--- src/rtl/dbs_pkg.sv ---
package dbs_pkg;

  typedef enum logic [2:0] {
    ST_IDLE    = 3'd0,
    ST_XFER    = 3'd1,
    ST_BLK_END = 3'd2,
    ST_STALL   = 3'd3,
    ST_LOAD    = 3'd4,
    ST_DONE    = 3'd5
  } dbs_state_e;

  typedef enum logic [1:0] {
    NXT_CONT = 2'd0,
    NXT_DESC = 2'd1,
    NXT_INIT = 2'd2
  } nxt_sel_e;

  // source of an address for the block that follows a boundary
  function automatic nxt_sel_e pick_next(input logic cont, input logic desc_mode);
    if (cont)           return NXT_CONT;
    else if (desc_mode) return NXT_DESC;
    else                return NXT_INIT;
  endfunction

  // a chain without descriptors goes on while either reload setting is set
  function automatic logic chain_ends(input logic src_rld, input logic dst_rld);
    return !(src_rld || dst_rld);
  endfunction

endpackage

--- src/rtl/dbs_addr_lane.sv ---
module dbs_addr_lane
  import dbs_pkg::*;
#(
  parameter int AW   = 32,
  parameter int STEP = 4
) (
  input  logic          clk,
  input  logic          rst_n,
  input  logic          ld_first,
  input  logic          ld_next,
  input  logic          beat,
  input  logic          cont,
  input  logic          desc_mode,
  input  logic [AW-1:0] init_a,
  input  logic [AW-1:0] desc_a,
  output logic [AW-1:0] addr
);

  localparam logic [AW-1:0] STEP_V = AW'(STEP);

  function automatic logic [AW-1:0] next_base(input nxt_sel_e sel,
                                              input logic [AW-1:0] end_a,
                                              input logic [AW-1:0] ini,
                                              input logic [AW-1:0] dsc);
    case (sel)
      NXT_CONT: return end_a;
      NXT_DESC: return dsc;
      default:  return ini;
    endcase
  endfunction

  nxt_sel_e sel;
  assign sel = pick_next(cont, desc_mode);

  always_ff @(posedge clk) begin
    if (!rst_n)        addr <= '0;
    else if (ld_first) addr <= init_a;
    else if (ld_next)  addr <= next_base(sel, addr, init_a, desc_a);
    else if (beat)     addr <= addr + STEP_V;
  end

  AST_LANE_CONT: assert property (@(posedge clk) disable iff (!rst_n)
    (ld_next && cont && !ld_first) |=> addr == $past(addr));

  AST_LANE_HOLD: assert property (@(posedge clk) disable iff (!rst_n)
    (!beat && !ld_first && !ld_next) |=> $stable(addr));

endmodule

--- src/rtl/dbs_beat_ctr.sv ---
module dbs_beat_ctr #(
  parameter int CW = 8
) (
  input  logic          clk,
  input  logic          rst_n,
  input  logic          load,
  input  logic [CW-1:0] len,
  input  logic          beat,
  output logic          last
);

  logic [CW-1:0] remain;

  always_ff @(posedge clk) begin
    if (!rst_n)                   remain <= '0;
    else if (load)                remain <= len;
    else if (beat && remain != 0) remain <= remain - 1'b1;
  end

  assign last = (remain == '0);

  AST_CTR_NO_WRAP: assert property (@(posedge clk) disable iff (!rst_n)
    (beat && !load && last) |=> last);

endmodule

--- src/rtl/dbs_ctrl.sv ---
module dbs_ctrl
  import dbs_pkg::*;
(
  input  logic       clk,
  input  logic       rst_n,
  input  logic       start,
  input  logic       abort,
  input  logic       bad_cfg,
  input  logic       beat,
  input  logic       beat_last,
  input  logic       wr_last_ack,
  input  logic       desc_mode,
  input  logic       stall_req,
  input  logic       desc_valid,
  input  logic       blk_clr,
  input  logic       src_rld,
  input  logic       dst_rld,
  input  logic       desc_last,
  output dbs_state_e state,
  output logic       ld_first,
  output logic       ld_next,
  output logic       blk_set
);

  dbs_state_e nxt;
  logic       final_blk;

  assign ld_first = (state == ST_IDLE) && start && !bad_cfg && !abort;
  assign ld_next  = (state == ST_LOAD) && (!desc_mode || desc_valid) && !abort;
  assign blk_set  = (state == ST_BLK_END) && wr_last_ack;

  always_comb begin
    nxt = state;
    case (state)
      ST_IDLE:    if (ld_first) nxt = ST_XFER;
      ST_XFER:    if (beat && beat_last) nxt = ST_BLK_END;
      ST_BLK_END: if (wr_last_ack) begin
                    if (final_blk)      nxt = ST_DONE;
                    else if (stall_req) nxt = ST_STALL;
                    else                nxt = ST_LOAD;
                  end
      ST_STALL:   if (blk_clr) nxt = ST_LOAD;
      ST_LOAD:    if (ld_next) nxt = ST_XFER;
      ST_DONE:    nxt = ST_IDLE;
      default:    nxt = ST_IDLE;
    endcase
    if (abort) nxt = ST_IDLE;
  end

  always_ff @(posedge clk) begin
    if (!rst_n) begin
      state     <= ST_IDLE;
      final_blk <= 1'b0;
    end else begin
      state <= nxt;
      if (ld_first)
        final_blk <= !desc_mode && chain_ends(src_rld, dst_rld);
      else if (ld_next)
        final_blk <= desc_mode ? desc_last : chain_ends(src_rld, dst_rld);
    end
  end

  AST_CTRL_END_WAITS_ACK: assert property (@(posedge clk) disable iff (!rst_n)
    (state == ST_BLK_END && !wr_last_ack && !abort) |=> state == ST_BLK_END);

endmodule

--- src/rtl/dma_blk_seq.sv ---
module dma_blk_seq
  import dbs_pkg::*;
#(
  parameter int AW         = 32,
  parameter int CW         = 8,
  parameter int BEAT_BYTES = 4
) (
  input  logic          clk,
  input  logic          rst_n,
  input  logic          ch_start,
  input  logic          ch_disable,
  input  logic [AW-1:0] cfg_src_init,
  input  logic [AW-1:0] cfg_dst_init,
  input  logic [CW-1:0] cfg_blk_len,
  input  logic          cfg_src_cont,
  input  logic          cfg_dst_cont,
  input  logic          cfg_src_rld,
  input  logic          cfg_dst_rld,
  input  logic          cfg_desc_en,
  input  logic          cfg_int_en,
  input  logic          cfg_blk_mask,
  input  logic          blk_clr,
  input  logic          desc_valid,
  output logic          desc_ready,
  input  logic [AW-1:0] desc_src,
  input  logic [AW-1:0] desc_dst,
  input  logic [CW-1:0] desc_len,
  input  logic          desc_last,
  output logic          xfer_valid,
  input  logic          xfer_ready,
  output logic [AW-1:0] xfer_src,
  output logic [AW-1:0] xfer_dst,
  input  logic          wr_last_ack,
  output logic          blk_status,
  output logic          blk_irq,
  output logic          cfg_err,
  output logic          ch_en,
  output logic          xfer_done
);

  localparam int LANES = 2;

  dbs_state_e    state;
  logic          ld_first, ld_next, blk_set;
  logic          beat, beat_last, bad_cfg, stall_req, stall_now;
  logic [CW-1:0] len_sel;
  logic [AW-1:0] lane_init [LANES];
  logic [AW-1:0] lane_desc [LANES];
  logic [AW-1:0] lane_addr [LANES];
  logic          lane_cont [LANES];

  assign xfer_valid = (state == ST_XFER);
  assign beat       = xfer_valid && xfer_ready;
  assign bad_cfg    = cfg_src_cont && cfg_dst_cont;
  assign stall_req  = !cfg_desc_en && cfg_int_en && !cfg_blk_mask;
  assign stall_now  = (state == ST_STALL);
  assign desc_ready = (state == ST_LOAD) && cfg_desc_en;
  assign len_sel    = (ld_next && cfg_desc_en) ? desc_len : cfg_blk_len;

  assign lane_init[0] = cfg_src_init;
  assign lane_init[1] = cfg_dst_init;
  assign lane_desc[0] = desc_src;
  assign lane_desc[1] = desc_dst;
  assign lane_cont[0] = cfg_src_cont;
  assign lane_cont[1] = cfg_dst_cont;

  dbs_ctrl u_ctrl (
    .clk         (clk),
    .rst_n       (rst_n),
    .start       (ch_start),
    .abort       (ch_disable),
    .bad_cfg     (bad_cfg),
    .beat        (beat),
    .beat_last   (beat_last),
    .wr_last_ack (wr_last_ack),
    .desc_mode   (cfg_desc_en),
    .stall_req   (stall_req),
    .desc_valid  (desc_valid),
    .blk_clr     (blk_clr),
    .src_rld     (cfg_src_rld),
    .dst_rld     (cfg_dst_rld),
    .desc_last   (desc_last),
    .state       (state),
    .ld_first    (ld_first),
    .ld_next     (ld_next),
    .blk_set     (blk_set)
  );

  dbs_beat_ctr #(.CW(CW)) u_ctr (
    .clk   (clk),
    .rst_n (rst_n),
    .load  (ld_first || ld_next),
    .len   (len_sel),
    .beat  (beat),
    .last  (beat_last)
  );

  for (genvar g = 0; g < LANES; g++) begin : g_lane
    dbs_addr_lane #(.AW(AW), .STEP(BEAT_BYTES)) u_lane (
      .clk       (clk),
      .rst_n     (rst_n),
      .ld_first  (ld_first),
      .ld_next   (ld_next),
      .beat      (beat),
      .cont      (lane_cont[g]),
      .desc_mode (cfg_desc_en),
      .init_a    (lane_init[g]),
      .desc_a    (lane_desc[g]),
      .addr      (lane_addr[g])
    );
  end

  assign xfer_src = lane_addr[0];
  assign xfer_dst = lane_addr[1];

  always_ff @(posedge clk) begin
    if (!rst_n) begin
      blk_status <= 1'b0;
      cfg_err    <= 1'b0;
    end else begin
      if (blk_set)      blk_status <= 1'b1;
      else if (blk_clr) blk_status <= 1'b0;
      if (state == ST_IDLE && ch_start && !ch_disable) cfg_err <= bad_cfg;
    end
  end

  assign blk_irq   = blk_status && cfg_int_en && !cfg_blk_mask;
  assign ch_en     = (state == ST_XFER) || (state == ST_BLK_END) ||
                     (state == ST_STALL) || (state == ST_LOAD);
  assign xfer_done = (state == ST_DONE);

  AST_BAD_CFG_IDLE: assert property (@(posedge clk) disable iff (!rst_n)
    (ch_start && bad_cfg && !ch_en && !xfer_done && !ch_disable) |=> (!ch_en && cfg_err));

  AST_STAT_AFTER_ACK: assert property (@(posedge clk) disable iff (!rst_n)
    $rose(blk_status) |-> $past(wr_last_ack));

  AST_STALL_NO_BEAT: assert property (@(posedge clk) disable iff (!rst_n)
    (stall_now && !blk_clr && !ch_disable) |=> (!xfer_valid && ch_en));

  AST_DONE_PULSE: assert property (@(posedge clk) disable iff (!rst_n)
    xfer_done |=> !xfer_done);

  AST_ABORT_IDLE: assert property (@(posedge clk) disable iff (!rst_n)
    ch_disable |=> (!ch_en && !xfer_valid && !xfer_done));

endmodule

--- config.mk ---
export PLATFORM = sky130hd
export DESIGN_NAME = dma_blk_seq
export DESIGN_NICKNAME = d
export VERILOG_FILES = /design/src/rtl/dbs_pkg.sv /design/src/rtl/dbs_addr_lane.sv /design/src/rtl/dbs_beat_ctr.sv /design/src/rtl/dbs_ctrl.sv /design/src/rtl/dma_blk_seq.sv
export SDC_FILE = /design/constraint.sdc
export NUM_CORES = 1
export LEC_CHECK = 0
export BUFFER_PORTS_ARGS = -buffer_cell sky130_fd_sc_hd__buf_2
export CORE_UTILIZATION = 38
export CTS_CLUSTER_SIZE = 24
export DETAILED_ROUTE_END_ITERATION = 8
export GPL_TIMING_DRIVEN = 0
export PLACE_DENSITY = 0.69
export SYNTH_ARGS = -nofsm -noshare
export SYNTH_HDL_FRONTEND = slang
export SYNTH_SLANG_ARGS = --single-unit
--- constraint.sdc ---
create_clock -name clk -period 2.2 [get_ports clk]
set_clock_uncertainty 0.15 [all_clocks]
set_input_delay 0.33 -clock clk [delete_from_list [all_inputs] [get_ports clk]]
set_output_delay 0.33 -clock clk [all_outputs]
set_load 0.01 [all_outputs]
# Yosys cells after proc, flatten, opt, wreduce, memory -nomap -nowiden
# Cells that the tools add are included.
# op_classes
reduce_logical	42
eq_ne	14
mux	27
n_addsub	3
bitwise_logic	1
# op_table
op	count
$mux W32	6
$pmux W32 S2	2
$add A32 B3 Y32 const B	2
$mux W8	3
$mux W3	7
$logic_and A1 B1 Y1	18
$pmux W3 S5	1
$logic_not A8 Y1	1
$ne A2 B2 Y1 const B	4
$reduce_bool A8 Y1	1
$sub A8 B1 Y8 const B	1
$eq A3 B2 Y1 const B	2
$eq A3 B3 Y1 const B	2
$logic_or A1 B1 Y1	6
$mux W2	3
$ne A3 B3 Y1 const B	2
$reduce_bool A2 Y1	3
$logic_not A1 Y1	5
$mux W1	5
$reduce_and A5 Y1	1
$eq A2 B1 Y1 const B	2
$logic_not A2 Y1	2
$reduce_and A2 Y1	2
$eq A3 B1 Y1 const B	1
5 further kinds	5
# totals
ff_bits	78
input_bits	160
out_inout_bits	71

# Depth between registers and ports, before layout
# depth
word_depth	7
depth_mapped	10
mapped_depth_nobuf	8

# By module
# Synthesis repeated with hierarchy kept, for this count alone.
# hier_totals
cells_unflattened	871
area_unflattened_um2	6471.2
# modules_own_cells
mod	seq_area_each_um2	cells_per_inst	area_each_um2	instances
dbs_addr_lane	640.6	374	2683.8	2
dbs_beat_ctr	160.2	58	508.0	1
dbs_ctrl	80.1	37	337.8	1
dma_blk_seq	40.0	28	257.7	1

# Worst setup path after synthesis
# Ideal clock, no wire load.
# synth_path
path_kind	reg2reg
startpoint	reg g_lane[0].u_lane.addr[2]
endpoint	reg g_lane[0].u_lane.addr[28]
arrival_ns	2.249
path_slack_ns	-0.318
required_ns	1.931
setup_time_ns	0.119
path_buffers	0
path_stages_with_launch	8
path_cell_list	dfxtp_1 ha_1 nand3_1 nor4_2 nand4_1 nor3_1 a31oi_1 o221a_2
# synth_via
elab_chain_len	4
# synth_rtl
element	line_no	source
from (decl)	dbs_addr_lane.sv:16	output logic [AW-1:0] addr
from (signal assigned)	dbs_addr_lane.sv:37	else if (ld_first) addr <= init_a;
from (signal assigned)	dbs_addr_lane.sv:38	else if (ld_next) addr <= next_base(sel, addr, init_a, desc_a);
from (signal assigned)	dbs_addr_lane.sv:39	else if (beat) addr <= addr + STEP_V;
$add A32 B3 Y32	dbs_addr_lane.sv:39	
$mux W32	dbs_addr_lane.sv:39	
$mux W32	dbs_addr_lane.sv:38	
$mux W32	dbs_addr_lane.sv:37	
# Every way passes these cells. The select of a mux whose other input is x is not followed.
# A chain may end at the register's enable or synchronous reset.

# Final worst setup path
# layout_path
startpoint	reg u_ctrl.state[1]
endpoint	reg g_lane[0].u_lane.addr[20]
# layout_via
elab_chain_len	6
elab_cells_between_ends	14
cone_classes	eq/ne: 3; mux: 2; reduce/logical: 9
# layout_rtl
element	line_no	source
from (decl)	dbs_ctrl.sv:19	output dbs_state_e state,
from (signal assigned)	dbs_ctrl.sv:55	state <= nxt;
$logic_not A3 Y1	dbs_ctrl.sv:28	assign ld_first = (state == ST_IDLE) && start && !bad_cfg && !abort;
$logic_and A1 B1 Y1 (3 in a row)	dbs_ctrl.sv:28	
$ne A3 B3 Y1 (no line) / $reduce_bool A3 Y1 (equally long branches)	-	
$reduce_and A2 Y1 (no line)	-	
# Parallel ways exist; a longest one is shown, timed or not.

==> summary.md <==
| Metric | Value |
|---|---|
| Vias | `7452` |
| Fraction of registers with async set/reset | `0%` |
| Clk slew on worst S/H paths | `0.06 ns` |
| # DRC | `0` |
| Number of synthesized register bits | `78` |
| H-tree Lvls | `3` |
| Leak | `3.70 nW` |
| Ports | `231` |
| Largest area contributor in the netlist | `dfxtp_1` |
| EDFF count, synth | `0` |
| Share of cells above drive strength 1 | `52.1%` |
| Final worst path period share | `114%` |
| Largest net degree at the start of global routing | `12` |
| Met1 WL | `9.75 mm` |
| Fmax | `400 MHz` |
| Row count | `42` |
| Critical path fanouts, max | `10` |
| Final Instance Count excl. Fillers | `1181` |
| Failing checks | `negative setup slack` |
| Mapped cell area | `5290 sq um` |
| Setup TNS Final | `-11.03 ns` |
| Port Buffer Count | `227` |
| WL met2 | `11.7 mm` |
| Antenna violations before repair | `0` |
| Dpl hpwl | `16.4 mm` |
| Rel. slew slack | `19.8%` |
| PD cells | `470 nW/um^2` |
| Sequential area share after synthesis | `29.5%` |
| Die W | `120 microns` |
| Worst skew pair latency | `0.36 ns` |
| Gr usage total | `33.4%` |
| Clock Root Buffer | `clkbuf_16` |
| # diodes | `0` |
| CTS sink count | `78` |
| Post-Syn Nets | `861` |
| Die Y | `120 microns` |
| Most common cell after layout, fill and taps aside | `buf_2` |
| Leading cell types in the layout, fill and taps excluded | `buf_2, dfxtp_1, nand2_1` |
| Metal3 WL | `2.70 mm` |
| Final worst setup slack | `-0.299 ns` |
| Largest cells by area after synthesis | `dfxtp_1, a21oi_1, o21ai_0` |
| Worst Setup End Kind | `flop` |
| Global route total overflow | `0` |
| Maximum vdd drop | `0.000383 V` |
| Initial Utilization | `39.5%` |
| Startpoint types | `flop` |
| Detailed Route WL | `25.3 mm` |
| CTS hold repair buffers | `0` |
| Top FF cell, synth | `dfxtp_1` |
| Drt wl/cell | `21.4 microns` |
| CTS tree | `built` |
| Area Overhead vs Synth | `70.0%` |
| Actual slew at the worst max-slew pin | `1.20 ns` |
| Critical Path AT | `2.65 ns` |
| Fin. Hold Viols | `0` |
| Final setup fails | `67` |
| Vias per cell | `6.31` |
| Run status | `finished with violations` |
| Critical Path RT | `2.35 ns` |
| Place WS | `-0.719 ns` |
| Slew Limit Fails | `0` |
| HP Class | `primary input to flop` |
| Num CTS Buffers | `9` |
| Crit path kind | `flop to flop` |
| Placed Instances | `1100` |
| Clock buffer depth | `2` |
| Iter 0 DRT Violations | `842` |
| Router iterations before antenna repair | `6` |
| Post-Syn Instances | `697` |
| Max Cap Violations | `0` |
| Fin util | `67.1%` |
| Core area | `13400 sq um` |
| Yosys warns | `0` |
| Final ANT Viol Nets | `0` |
| Die area | `14400 sq um` |
| RSZ-0062 raised after global routing | `true` |
| Post-layout minimum cycle time | `2.50 ns` |
| First-pass GRT wire length | `36.4 mm` |
| Post-Syn Area per Cell | `7.59 sq um` |
| Gpl congestion | `1.01` |
| Cell variety after synth | `77` |
| Layout Nets | `1165` |
| Vias in the first global route | `6712` |
| Top Layer Used | `met4` |
| Synth top area share | `29.5%` |
[per-layer routing]
layer / track usage (%) / up-vias
met5: 0 / -
met4: 15.8 / 0
met3: 8.94 / 94
met2: 54.0 / 494
met1: 40.8 / 3529
li1: - / 3335
[Yosys cell counts (all sizes together), types with 4 or more instances]
library cell  number
o21a               8
ha                 4
and3              14
nand2             50
xnor2              5
o22a               6
a32o               5
clkbuf            31
o22ai             32
mux2i              5
nand3             23
buf               22
o221ai            13
o2bb2ai            4
nor2              63
inv               18
o211a              4
a31o               4
a22oi              5
a31oi             12
nand2b             4
mux2               5
a211oi            21
nor4               8
o21ai             57
dfxtp             78
a21oi             73
nand4             17
o221a             14
nor3              26
or3                6
a21o               7
[flip-flops by register name, summed over array words and instances, names as in the netlist]
signal,count
u_ctrl.state,3
g_lane.u_lane.addr,64
cfg_err,1
u_ctrl.final_blk,1
blk_status,1
u_ctr.remain,8
[stage by stage]
step	total power [W]	area, sq um	hold WS [ns]
final	0.00423	8990	0.142
after global routing	0.00435	8990	0.174
after CTS	0.00405	8280	0.137
after detailed placement	0.00234	6880	0.344
after global placement	0.00233	6880	0.335
after floorplan	0.00199	5530	0.318
[kinds of logic after synthesis]
| kind of cell | after synthesis | synth area share [%] |
|---|---|---|
| AOI/OAI and AO/OA | 293 | 38.1 |
| xor gates and xnor gates | 6 | 0.994 |
| adders and majority gates | 4 | 0.947 |
| buffers and inverters | 71 | 5.96 |
| DFF | 78 | 29.5 |
| muxes | 10 | 2.01 |
| and+or+nand+nor | 235 | 22.5 |
[timing repair]
| item | 4_1_cts | 5_1_grt |
|---|---|---|
| endpoints found under the setup margin | 75 | 75 |
| endpoints found under the hold margin | 0 | 0 |
| setup buffers | 30 | 26 |
| pin swaps | 31 | 38 |
| resized for setup | 159 | 115 |
| cloned | 9 | 5 |
[worst max-delay path, cell delays in order, from the launching register on]
cell	delay [ns]
dfxtp_2	0.33
or4b_4	0.56
buf_4	0.16
buf_4	0.13
nor2_4	0.12
nor2_4	0.08
buf_12	0.16
buf_2	0.22
a31oi_1	0.28
o221a_4	0.24
[final cells by class]
| class | count | area (sq um) |
|---|---|---|
| multi-input cells | 548 | 4360 |
| repair buffers | 296 | 1950 |
| inverters | 18 | 67.6 |
| well taps | 176 | 220 |
| plain buffers | 50 | 538 |
| fillers | 1106 | 4410 |
| clock buffers | 15 | 288 |
| flip-flops and latches | 78 | 1570 |
[power breakdown]
| group | internal, W | switching (W) |
|---|---|---|
| logic | 0.000577 | 0.000597 |
| clock network | 0.000883 | 0.000616 |
| registers | 0.00147 | 0.0000816 |
[final timing paths]
path | start | end | slack, ns | cells after the start
hold / removal | blk_clr | blk_status$_SDFFE_PN0P_ | 0.14 | 4
setup reg to reg | u_ctrl.state[1]$_SDFFE_PP0P_ | g_lane[0].u_lane.addr[20]$_SDFFE_PN0P_ | -0.30 | 9
setup / recovery | u_ctrl.state[1]$_SDFFE_PP0P_ | g_lane[0].u_lane.addr[20]$_SDFFE_PN0P_ | -0.30 | 9
hold reg to reg | g_lane[1].u_lane.addr[0]$_SDFFE_PN0P_ | g_lane[1].u_lane.addr[0]$_SDFFE_PN0P_ | 0.35 | 2
Note: power is estimated with default switching activity, not from simulation.
